===== config.mk =====
export PLATFORM = sky130hd
export DESIGN_NAME = bsc_boot_check
export DESIGN_NICKNAME = d
export VERILOG_FILES = /design/src/rtl/bsc_pkg.sv /design/src/rtl/bsc_walker.sv /design/src/rtl/bsc_accum.sv /design/src/rtl/bsc_judge.sv /design/src/rtl/bsc_boot_check.sv
export SDC_FILE = /design/constraint.sdc
export NUM_CORES = 1
export LEC_CHECK = 0
export ABC_CLOCK_PERIOD_IN_PS = 3500
export BUFFER_PORTS_ARGS = -buffer_cell sky130_fd_sc_hd__buf_2
export CORE_ASPECT_RATIO = 0.75
export CORE_MARGIN = 2
export CORE_UTILIZATION = 60
export DETAILED_ROUTE_END_ITERATION = 6
export PLACE_DENSITY = 0.88
export RECOVER_POWER = 100
export SLEW_MARGIN = 20
export SYNTH_ARGS = -nofsm -noshare
export SYNTH_HDL_FRONTEND = slang
export SYNTH_SLANG_ARGS = --single-unit

===== constraint.sdc =====
create_clock -name clk -period 3.5 [get_ports clk]
set_clock_uncertainty 0.05 [all_clocks]
set_input_delay 0.7 -clock clk [delete_from_list [all_inputs] [get_ports clk]]
set_output_delay 0.7 -clock clk [all_outputs]
set_load 0.005 [all_outputs]

===== src/rtl/bsc_pkg.sv =====
package bsc_pkg;
    localparam logic [31:0] BSC_MAGIC    = 32'h2701_1970;
    localparam int          BSC_SIG_BYTE = 'h14;

    typedef enum logic [2:0] {
        S_IDLE,
        S_READ,
        S_FLUSH,
        S_COMPARE,
        S_DONE
    } bsc_state_e;
endpackage


===== src/rtl/bsc_walker.sv =====
module bsc_walker #(
    parameter int WORDS = 128,
    parameter int IDX_W = 7
) (
    input  logic             clk,
    input  logic             rst_n,
    input  logic             clr,
    input  logic             step,
    output logic [IDX_W-1:0] idx,
    output logic             last
);
    localparam logic [IDX_W-1:0] LAST_IDX = IDX_W'(WORDS - 1);

    always_ff @(posedge clk) begin
        if (!rst_n || clr) begin
            idx <= '0;
        end else if (step && !last) begin
            idx <= idx + 1'b1;
        end
    end

    assign last = (idx == LAST_IDX);
endmodule


===== src/rtl/bsc_accum.sv =====
module bsc_accum #(
    parameter int IDX_W   = 7,
    parameter int SIG_IDX = 5
) (
    input  logic             clk,
    input  logic             rst_n,
    input  logic             clr,
    input  logic             vld,
    input  logic [IDX_W-1:0] vidx,
    input  logic [31:0]      data,
    output logic [31:0]      sum,
    output logic [31:0]      sig
);
    localparam logic [IDX_W-1:0] SIG_AT = IDX_W'(SIG_IDX);

    always_ff @(posedge clk) begin
        if (!rst_n || clr) begin
            sum <= '0;
            sig <= '0;
        end else if (vld) begin
            if (vidx == SIG_AT) begin
                sig <= data;
            end else begin
                sum <= sum + data;
            end
        end
    end
endmodule


===== src/rtl/bsc_judge.sv =====
module bsc_judge #(
    parameter logic [31:0] MAGIC = 32'h2701_1970
) (
    input  logic [31:0] sig,
    input  logic [31:0] sum,
    output logic        pass
);
    always_comb begin
        pass = (sig == MAGIC) || (sig == sum);
    end
endmodule


===== src/rtl/bsc_boot_check.sv =====
module bsc_boot_check
    import bsc_pkg::*;
#(
    parameter int PAGE_BYTES = 512,
    parameter int ADDR_W     = $clog2(PAGE_BYTES)
) (
    input  logic              clk,
    input  logic              rst_n,
    output logic              rd_en,
    output logic [ADDR_W-1:0] rd_addr,
    input  logic [31:0]       rd_data,
    output logic              done,
    output logic              run_user,
    output logic              enter_download
);
    localparam int WORDS   = PAGE_BYTES / 4;
    localparam int IDX_W   = ADDR_W - 2;
    localparam int SIG_IDX = BSC_SIG_BYTE / 4;

    bsc_state_e        state, state_nx;
    logic [IDX_W-1:0]  idx;
    logic              last;
    logic              vld_q;
    logic [IDX_W-1:0]  vidx_q;
    logic [31:0]       sum, sig;
    logic              pass;
    logic              clr;

    assign clr     = (state == S_IDLE);
    assign rd_en   = (state == S_READ);
    assign rd_addr = {idx, 2'b00};

    // state register
    always_ff @(posedge clk) begin
        if (!rst_n) state <= S_IDLE;
        else        state <= state_nx;
    end

    always_comb begin
        state_nx = state;
        unique case (state)
            S_IDLE:    state_nx = S_READ;                       // start
            S_READ:    if (last) state_nx = S_FLUSH;            // last_issued
            S_FLUSH:   state_nx = S_COMPARE;                    // drained
            S_COMPARE: state_nx = S_DONE;                       // decide
            S_DONE:    state_nx = S_DONE;
            default:   state_nx = S_IDLE;
        endcase
    end

    // read return tracking: data arrives one cycle after the strobe
    always_ff @(posedge clk) begin
        if (!rst_n) begin
            vld_q  <= 1'b0;
            vidx_q <= '0;
        end else begin
            vld_q  <= rd_en;
            vidx_q <= idx;
        end
    end

    bsc_walker #(.WORDS(WORDS), .IDX_W(IDX_W)) u_walker (
        .clk  (clk),
        .rst_n(rst_n),
        .clr  (clr),
        .step (rd_en),
        .idx  (idx),
        .last (last)
    );

    bsc_accum #(.IDX_W(IDX_W), .SIG_IDX(SIG_IDX)) u_accum (
        .clk  (clk),
        .rst_n(rst_n),
        .clr  (clr),
        .vld  (vld_q),
        .vidx (vidx_q),
        .data (rd_data),
        .sum  (sum),
        .sig  (sig)
    );

    bsc_judge #(.MAGIC(BSC_MAGIC)) u_judge (
        .sig (sig),
        .sum (sum),
        .pass(pass)
    );

    // output register: verdict taken once, held until reset
    always_ff @(posedge clk) begin
        if (!rst_n) begin
            done           <= 1'b0;
            run_user       <= 1'b0;
            enter_download <= 1'b0;
        end else if (state == S_COMPARE) begin
            done           <= 1'b1;
            run_user       <= pass;
            enter_download <= !pass;
        end
    end
endmodule


Yosys cells after proc, flatten, opt, wreduce, memory -nomap -nowiden
Index checks and enable logic that the tools add are counted.
{"block": "op_classes", "addsub": 2, "n_eq_ne": 9, "muxes": 2, "n_bitwise": 1, "reduce_logical": 10}
{"op": "$add A32 B32 Y32", "count": 1}
{"op": "$eq A32 B30 Y1 const B", "count": 1}
{"op": "$eq A32 B32 Y1", "count": 1}
{"op": "$pmux W3 S4", "count": 1}
{"op": "$add A7 B1 Y7 const B", "count": 1}
{"op": "$eq A7 B3 Y1 const B", "count": 1}
{"op": "$eq A7 B7 Y1 const B", "count": 1}
{"op": "$eq A3 B2 Y1 const B", "count": 2}
{"op": "$reduce_and A2 Y1", "count": 2}
{"op": "$eq A3 B1 Y1 const B", "count": 1}
{"op": "$eq A3 B3 Y1 const B", "count": 1}
{"op": "$logic_not A1 Y1", "count": 3}
{"op": "$logic_not A3 Y1", "count": 1}
{"op": "$mux W3", "count": 1}
{"op": "$logic_or A1 B1 Y1", "count": 2}
{"op": "$ne A2 B2 Y1 const B", "count": 1}
{"op": "$reduce_or A2 Y1", "count": 1}
{"op": "$logic_and A1 B1 Y1", "count": 1}
{"op": "$not A1 Y1", "count": 1}
{"block": "word_totals", "ff_bits": 85, "input_bits": 34, "output_inout_bits": 13, "wordCells": 33}

Longest topological paths before layout
Gate-level depths: netlist of the first run.
{"block": "depth", "word_depth": 3, "ltp_mapped": 10, "mapped_depth_nobuf": 10}

Cells and area by module
Synthesis of the first run repeated with hierarchy kept, for this count alone.
{"block": "hier_totals", "hier_cells": 673, "area_unflattened_um2": 5345.1}
{"module": "bsc_accum", "instances": 1, "cells_per_inst": 538, "area_each_um2": 4085.2, "seq_area_each_um2": 1281.2}
{"module": "bsc_boot_check", "instances": 1, "cells_per_inst": 43, "area_each_um2": 478.0, "seq_area_each_um2": 280.3}
{"module": "bsc_judge", "instances": 1, "cells_per_inst": 55, "area_each_um2": 432.9, "seq_area_each_um2": 0.0}
{"module": "bsc_walker", "instances": 1, "cells_per_inst": 37, "area_each_um2": 349.1, "seq_area_each_um2": 140.1}

Worst setup path before layout of the first run
No wires, ideal clock.
{"block": "synth_timing", "path_type": "input-to-reg", "from": "input port rd_data[0]", "to": "register u_accum.sum[30]", "t_arrival_ns": 2.683, "required_ns": 3.329, "path_slack_ns": 0.646, "path_stages": 10, "path_buffers": 0, "cell_sequence": "ha_1 -> fa_1 -> a21o_1 -> a31oi_1 -> o21ai_2 -> a2111oi_4 -> nor2_2 -> a311oi_2 -> xor2_1 -> o21ai_1"}
{"block": "synth_between", "elab_chain_cells": 1}
{"element": "start, declared", "line": "bsc_boot_check.sv:11", "text": "input logic [31:0] rd_data,"}
{"element": "$add A32 B32 Y32", "line": "bsc_accum.sv:24", "text": "sum <= sum + data;"}
{"element": "end signal, assigned", "line": "bsc_accum.sv:24"}
{"element": "end, declared", "line": "bsc_accum.sv:11", "text": "output logic [31:0] sum,"}
No other way between the ends.
A chain may end at the register's enable or synchronous reset.

Worst setup path in the final report of the first run
{"block": "layout_timing", "from": "input port rd_data[2]", "to": "register u_accum.sum[25]"}
The elaborated chain is that of the path after synthesis.

==> impl_metrics.ini, run 1 <==
[outcome]
status = complete, no violations

[logic_synthesis]
synth_edf_count = 0
synthDistinctLibCells = 65
synth_cells = 657
synth_fa_ha_area_frac = 0.08079
synthMuxAreaShare = 0.001924
synth_compound_area_frac = 0.2260
ys_seq_area_frac = 0.3270
synth_seq_cells = 85
synth_ff_type = dfxtp_1
avgSynthCellArea_sq_um = 7.920
netlist_area_sq_um = 5204
async_flop_share = 0
yosys_warnings = 0
synthXorXnorAreaFrac = 0.1044
synth_simple_gate_area_frac = 0.2210
synth_top_family_by_area = compound AO/OA/AOI/OAI gates

[floorplan]
die_y_um = 84.65
start_util = 0.6155
die_area_sq_um = 9441
die_width_um = 111.5
pin_count = 47
coreArea_sq_um = 8454
row_count = 29

[worst_setup_path]
endpoint_kind = register
cp_max_fo = 4
cp.required_ps = 3680
critPathLaunchType = input pin
worstSetupPathType = input pin to register
worst_ep_arrival_time_ps = 3260

[final_layout]
fin_cells = 793
area_delta_synth_final_pct = 9.449
drive_above_1_share = 0.1051
layout_commonest_cell = nand2_1
nets = 747
n_antenna_cell = 0
utilization = 0.6737
final_cell_mix = nand2_1 (133), dfxtp_1 (85), a21oi_1 (81)

[pwr]
p_leak_nw = 2.225
powerDensity_nw_per_um2 = 426.2
vdd_drop_max_uv = 470.5
fin_total_pwr_mw = 2.428

[routing]
ant_nets = 0
viasPerCell = 6.150
routedWlPerCell_um = 17.49
dr.pass1.iters = 5
initialDrtViolationCount = 532
num_vias = 4877
drc = 0
wl_um = 13870

[placement]
pre_cts_slack_ps = 348.2
place_congestion = 0.9867
place_hpwl_um = 10190
place_inst = 777
portBuffers = 44

[sta]
hold_viol_final = 0
finalMaxSlewViolations = 0
fmax_ghz = 0.3250
post-route-min-period_ps = 3077
slew_headroom = 0.09975
worst_slack_ps = 422.8
rsz0062_at_grt = false
setup_violations = 0
tns_ps = 0
fin_crit_sh = 0.8792
worstMarginPinSlew_ps = 1350

[global_routing]
grt_start_max_net_pins = 64
grt.total_usage = 0.2929
grt_first_pass_wirelength_um = 21880
first_global_vias = 4439
grt_antenna_before_repair = 0
grt-ovfl-total = 0

[cts]
cts_buffer_depth = 2
postCtsSetupRepairBufs = 0
root_buffer = clkbuf_16
hold_buffers = 0
cts_tree = built
cts_max_level = 3
cts_resized = 0
clock-sinks = 85
clkTransAtPathRegs_ps = 70
cts_buffers = 9
insertion_delay_ps = 350

[min_path]
min_path_type = register to register

[run]
drv_cap = 0
## cell usage after synthesis, drive strengths merged, types with 8 or more instances
library cell  count  area, sq um
inv               8        30.03
dfxtp            85         1702
o21ai            31        158.9
and2              9        56.30
clkbuf           27        101.4
ha               32        400.4
a31oi             9        71.32
nand4            17        106.4
nor2             37        143.9
a21o             20        151.4
nand2           134        503.0
buf              10        67.56
a21oi            83        430.4
xor2             14        122.6
nand3            17        85.08
xnor2            48        420.4
## final timing paths
check	slack [ps]	depth (start not counted)	to	start
setup / recovery	420	10	u_accum.sum[25]$_SDFFE_PP0P_	rd_data[2]
hold / removal	420	1	done$_SDFFE_PN0N_	done$_SDFFE_PN0N_
setup reg to reg	540	9	u_accum.sum[25]$_SDFFE_PP0P_	u_accum.sum[2]$_SDFFE_PP0P_
hold reg to reg	420	1	done$_SDFFE_PN0N_	done$_SDFFE_PN0N_
## stage by stage
stage | hold slack, ps | instance area (sq um)
floorplan | 405.2 | 5207
global placement | 393.9 | 5440
detailed placement | 406.9 | 5443
CTS | 424.6 | 5757
global route | 432.9 | 5695
finish | 419.4 | 5695
## routing by layer
layer | track usage | share of wire | wire [um]
met1 | 0.3947 | 0.44 | 6169
met2 | 0.4424 | 0.42 | 5872
met3 | 0.1011 | 0.11 | 1478
met4 | 0.09764 | 0.025 | 348
met5 | 0 | 0 | 0
## state kept, by name, summed over array words and instances (netlist names)
name,count
u_accum.sum,32
state,3
run_user,1
u_accum.sig,32
u_walker.idx,7
done,1
enter_download,1
vidx_q,7
vld_q,1
## critical path, cell delays in order
cell,delay (ps)
clkbuf_1,100
ha_1,380
nand3_1,140
a2111oi_0,480
nor2_2,160
o211ai_1,430
a31oi_1,280
o31ai_1,350
xnor2_1,160
o21ai_1,70
## power by group
group          switching (mW)  internal [mW]  total [mW]
registers              0.0294          0.991        1.02
clock network           0.443          0.573        1.02
logic                   0.250          0.141       0.392
## cell type report
type / count / area [sq um]
fillers: 726 / 2759
multi-input cells: 528 / 3276
clock buffers: 9 / 225.2
inverters: 8 / 30.03
clock inverters: 7 / 88.84
well taps: 108 / 135.1
repair buffers: 48 / 239.0
flip-flops and latches: 85 / 1702
## logic make-up after synthesis
| family | after synthesis |
|---|---|
| simple gates | 251 |
| compound gates | 179 |
| flops | 85 |
| xor+xnor | 62 |
| buf+inv | 45 |
| fa+ha+maj | 33 |
| other cells | 1 |
| mux | 1 |
No activity file was read; power rests on OpenSTA's default activity.
==> run 2: changes to the inputs <==
--- a/config.mk
+++ b/config.mk
@@ -12,7 +12,6 @@
 export CORE_UTILIZATION = 60
 export DETAILED_ROUTE_END_ITERATION = 6
 export PLACE_DENSITY = 0.88
-export RECOVER_POWER = 100
 export SLEW_MARGIN = 20
 export SYNTH_ARGS = -nofsm -noshare
 export SYNTH_HDL_FRONTEND = slang
==> run 2 against run 1 <==
Against the previous run: count of clock-buffer cells in the layout stayed put; cell area up 1.1%; core utilization is 0.73 points higher; critical path type unchanged; flip-flop and latch count stayed put; wire length is 0.53% lower; critical endpoint is now u_accum.sum[30]$_SDFFE_PP0P_; setup slack gained 240 ps; sequential power about the same; sequential share of layout area is 0.32 points lower; non-clock buffer count did not move; clock power barely moved; critical path depth rose by 1; worst hold slack improved by 2.2 ps.
==> impl_metrics.ini, run 2 (synthesis results as in run 1) <==
[outcome]
status = complete, no violations

[global_routing]
gr-usage-met2 = 0.4424
use_met1 = 0.3947
first_global_vias = 4439
grt_start_max_net_pins = 64
grt-ovfl-total = 0
grt_antenna_before_repair = 0
grt_first_pass_wirelength_um = 21880
top_usage_layer = met2
grt_util_met3 = 0.1011
grt.total_usage = 0.2929

[floorplan]
die_area_sq_um = 9441
coreArea_sq_um = 8454
die_y_um = 84.65
pin_count = 47
row_count = 29
start_util = 0.6155
die_width_um = 111.5

[pwr]
p_int_mw = 1.710
powerDensity_nw_per_um2 = 423.0
power.share.sequential = 0.419
p_comb_frac = 0.164
fin_total_pwr_mw = 2.435
clkPwrFrac = 0.418
p_switching_mw = 0.7252
swShare = 0.2978
vdd_drop_max_uv = 472.5
p_leak_nw = 2.257

[final_layout]
layout_commonest_cell = nand2_1
final_cell_mix = nand2_1 (133), dfxtp_1 (85), a21oi_1 (81)
largestRegisters = u_accum.sig: 32 flops, u_accum.sum: 32 flops
area_delta_synth_final_pct = 10.63
nets = 747
finalInstanceArea_sq_um = 5757
n_antenna_cell = 0
drive_above_1_share = 0.1226

[routing]
drc = 0
wl_um = 13800
dr.pass1.iters = 5
initialDrtViolationCount = 513
ant_nets = 0
viasPerCell = 6.169
num_vias = 4892
routedWlPerCell_um = 17.40

[cts]
postCtsSetupRepairBufs = 0
cts_max_level = 3
cts_buffers = 9
cts_buffer_depth = 2
cts_tree = built
cts_resized = 0
insertion_delay_ps = 350
clock-sinks = 85
root_buffer = clkbuf_16
hold_buffers = 0
clkTransAtPathRegs_ps = 70

[placement]
pre_cts_slack_ps = 348.2
place_hpwl_um = 10190
place_congestion = 0.9867
place_area_sq_um = 5443
portBuffers = 44

[worst_setup_path]
path_cells = buf_2 -> ha_1 -> fa_1 -> a21o_1 -> a31oi_1 -> o21ai_2 -> a2111oi_4 -> nor2_2 -> a311oi_2 -> xor2_1 -> o21ai_1
critPathMaxStageDelay_ps = 410
worstSetupPathType = input pin to register
worst_ep_arrival_time_ps = 3020
critPathLaunchType = input pin
cp.required_ps = 3680
cp_max_fo = 4
endpoint_kind = register
crit_slowest_cell = fa_1

[sta]
fin_crit_sh = 0.8110
hold_ws_ps = 421.6
tns_ps = 0
post-route-min-period_ps = 2839
finalMaxSlewViolations = 0
fmax_ghz = 0.3523
slew_headroom = 0.4212
hold_viol_final = 0
setup_violations = 0
rsz0062_at_grt = false
worst_slack_ps = 661.4
worstMarginPinSlew_ps = 866.1

[run]
drv_cap = 0

[min_path]
min_path_type = register to register
## run 2: changes by cell type in the layout (fill, tap and decap cells not counted), moves of 2 or more
cell      before  now
buf_2         40   44
clkbuf_1       5    0
and2_0         7    0
buf_4          2    4
and2_1         2    9
o21ai_0       24   22
## run 2: power by group through the flow
stage,clock [mW],sequential [mW],combinational [mW]
3_5_place_dp,0,1.04,0.386
6_report,1.02,1.02,0.398
5_1_grt,1.07,1.02,0.433
2_1_floorplan,0,1.03,0.291
4_1_cts,1.03,1.02,0.389
3_3_place_gp,0,1.04,0.378
## run 2: path summary, 6_finish.rpt
kind | startpoint | cells after the start | endpoint | slack, ps
hold / removal | done$_SDFFE_PN0N_ | 1 | done$_SDFFE_PN0N_ | 420
setup / recovery | rd_data[0] | 11 | u_accum.sum[30]$_SDFFE_PP0P_ | 660
hold reg to reg | done$_SDFFE_PN0N_ | 1 | done$_SDFFE_PN0N_ | 420
setup reg to reg | u_accum.sum[0]$_SDFFE_PP0P_ | 10 | u_accum.sum[30]$_SDFFE_PP0P_ | 770
## run 2: cell type report
cell class                 count  area [sq um]
clock buffer                   9         225.2
multi-input combinational    528          3326
timing repair buffer          48         250.2
sequential                    85          1702
tap                          108         135.1
inverter                       8         30.03
clock inverter                 7         88.84
fill                         713          2698
## run 2: critical path: cells and delay by family
kind	cells	cell delay (ps)
simple gates	1	110
compound gates	6	1300
xor+xnor	1	180
fa+ha+maj	2	620
buf+inv	1	110
## run 2: stage by stage
stage / util / cells
after global placement: 0.6435 / 777
after global routing: 0.6809 / 793
after CTS: 0.6809 / 793
after floorplan: - / 658
final: 0.6809 / 793
after detailed placement: 0.6438 / 777
## run 2: per-layer routing
metal	up-vias	part of all wire
li1	2364	-
met1	2263	0.44
met2	229	0.42
met4	0	0.025
met5	-	0
met3	36	0.11
==> run 3: changes to the inputs <==
--- a/config.mk
+++ b/config.mk
@@ -5,7 +5,7 @@
 export SDC_FILE = /design/constraint.sdc
 export NUM_CORES = 1
 export LEC_CHECK = 0
-export ABC_CLOCK_PERIOD_IN_PS = 3500
+export ABC_CLOCK_PERIOD_IN_PS = 2850
 export BUFFER_PORTS_ARGS = -buffer_cell sky130_fd_sc_hd__buf_2
 export CORE_ASPECT_RATIO = 0.75
 export CORE_MARGIN = 2
==> constraint.sdc (replaced) <==
create_clock -name clk -period 2.85 [get_ports clk]
set_clock_uncertainty 0.05 [all_clocks]
set_input_delay 0.57 -clock clk [delete_from_list [all_inputs] [get_ports clk]]
set_output_delay 0.57 -clock clk [all_outputs]
set_load 0.005 [all_outputs]
==> run 3 against run 2 <==
Against the previous run: setup slack got worse by 520 ps; register-to-register slack got worse by 630 ps; global-route usage increased by 2.7 points; cell area increased by 3.8%; total power increased by 25%; cell count increased by 3.7%; combinational power increased by 34%; count of clock-buffer cells in the layout unchanged; die area unchanged; critical path type is now register to register.
==> impl_metrics.ini, run 3 (synthesis results as in run 1) <==
[min_path]
min_path_type = input pin to register
worstHoldEndpoint = u_accum.sig[10]$_SDFFE_PP0P_
hold_start = rd_data[10]
whs_path_depth = 3

[routing]
drc = 0
ant_nets = 0
viasPerCell = 6.234
initialDrtViolationCount = 516
wl_um = 14780
routedWlPerCell_um = 17.98
dr.pass1.iters = 5
num_vias = 5124

[final_layout]
n_antenna_cell = 0
nets = 776
utilization = 0.7067
layout_commonest_cell = nand2_1
final_cell_mix = nand2_1 (134), dfxtp_1 (85), a21oi_1 (81)
fin_cells = 822
largestRegisters = u_accum.sig: 32 flops, u_accum.sum: 32 flops
finalInstanceArea_sq_um = 5974
area_delta_synth_final_pct = 14.81
drive_above_1_share = 0.1583

[pwr]
p_int_mw = 2.128
fin_total_pwr_mw = 3.045
p_comb_frac = 0.176
swShare = 0.3010
powerDensity_nw_per_um2 = 509.6
p_leak_nw = 2.399
p_switching_mw = 0.9164
clkPwrFrac = 0.413
power.share.sequential = 0.411
vdd_drop_max_uv = 528.8

[placement]
place_area_sq_um = 5658
place_hpwl_um = 11050
place_congestion = 0.9661
portBuffers = 44
pre_cts_slack_ps = -163.0
place_inst = 806

[floorplan]
pin_count = 47
start_util = 0.6155
die_area_sq_um = 9441
die_y_um = 84.65
row_count = 29
die_width_um = 111.5
coreArea_sq_um = 8454

[global_routing]
first_global_vias = 4808
grt_antenna_before_repair = 0
grt-ovfl-total = 0
grt.total_usage = 0.3202
grt_start_max_net_pins = 33
grt_first_pass_wirelength_um = 23840

[worst_setup_path]
path_cells = ha_1 -> fa_1 -> a21o_1 -> a31oi_1 -> o21ai_2 -> a2111oi_4 -> nor2_2 -> a311oi_2 -> xor2_1 -> o21ai_1
worst_ep_arrival_time_ps = 2890
critPathLaunchType = register
rrSetupSlack_ps = 140
critPathMaxStageDelay_ps = 400
path_buf_inv = 0
cp_top_family = compound AO/OA/AOI/OAI gates
r2r_start = u_accum.sum[0]$_SDFFE_PP0P_
worstSetupPathType = register to register
rr_endpoint = u_accum.sum[30]$_SDFFE_PP0P_
cp_max_fo = 3
reg2reg_depth = 10
cp.required_ps = 3030
crit_slowest_cell = fa_1
endpoint_kind = register

[sta]
rsz0062_at_grt = false
worst_slack_ps = 142.8
slew_headroom = 0.3831
fin_crit_sh = 0.9499
worstMarginPinSlew_ps = 922.0
post-route-min-period_ps = 2707
finalMaxSlewViolations = 0
hold_ws_ps = 411.8
setup_violations = 0
tns_ps = 0
fmax_ghz = 0.3694
hold_viol_final = 0

[cts]
hold_buffers = 0
insertion_delay_ps = 350
cts_buffer_depth = 2
clkTransAtPathRegs_ps = 70
root_buffer = clkbuf_16
cts_buffers = 9
cts_max_level = 3
clock-sinks = 85
cts_tree = built

[outcome]
status = complete, no violations

[run]
drv_cap = 0
[run 3: timing repair]
action | 4_1_cts | 5_1_grt
endpoints found under the setup margin | 0 | 1
resized for setup | 0 | 1
buffers inserted | 0 | 0
[run 3: power groups by stage]
stage	clock network, mW	registers [mW]	logic (mW)
after floorplan	0	1.26	0.357
after global placement	0	1.28	0.498
after detailed placement	0	1.28	0.514
after CTS	1.26	1.25	0.520
after global routing	1.31	1.26	0.577
final	1.26	1.25	0.535
[run 3: worst max path at each step]
stage | slack (ps) | to | cells past startpoint | start
final | 140 | u_accum.sum[30]$_SDFFE_PP0P_ | 10 | u_accum.sum[0]$_SDFFE_PP0P_
after global routing | 9 | u_accum.sum[30]$_SDFFE_PP0P_ | 10 | u_accum.sum[0]$_SDFFE_PP0P_
after CTS | 150 | u_accum.sum[28]$_SDFFE_PP0P_ | 10 | u_accum.sum[0]$_SDFFE_PP0P_
after detailed placement | -160 | u_accum.sum[28]$_SDFFE_PP0P_ | 11 | rd_data[0]
after global placement | -120 | u_accum.sum[28]$_SDFFE_PP0P_ | 11 | rd_data[0]
after floorplan | 130 | u_accum.sum[30]$_SDFFE_PP0P_ | 10 | rd_data[0]
[run 3: metal layers]
metal,GRT usage,part of all wire
met2,0.4994,0.44
met1,0.4197,0.42
met4,0.1178,0.028
met5,0,0
met3,0.1018,0.11
[run 3: tightest hold or removal path, delay by kind of cell]
kind	cells	cell delay [ps]
compound gates	1	50
buf+inv	1	100
simple gates	1	50
[run 3: cell type report]
cell class,instances,area (sq um)
clock buffer,9,225.2
clock inverter,7,86.33
fill,643,2480
inverter,8,30.03
multi-input combinational,528,3328
sequential,85,1702
tap,108,135.1
timing repair buffer,77,467.9
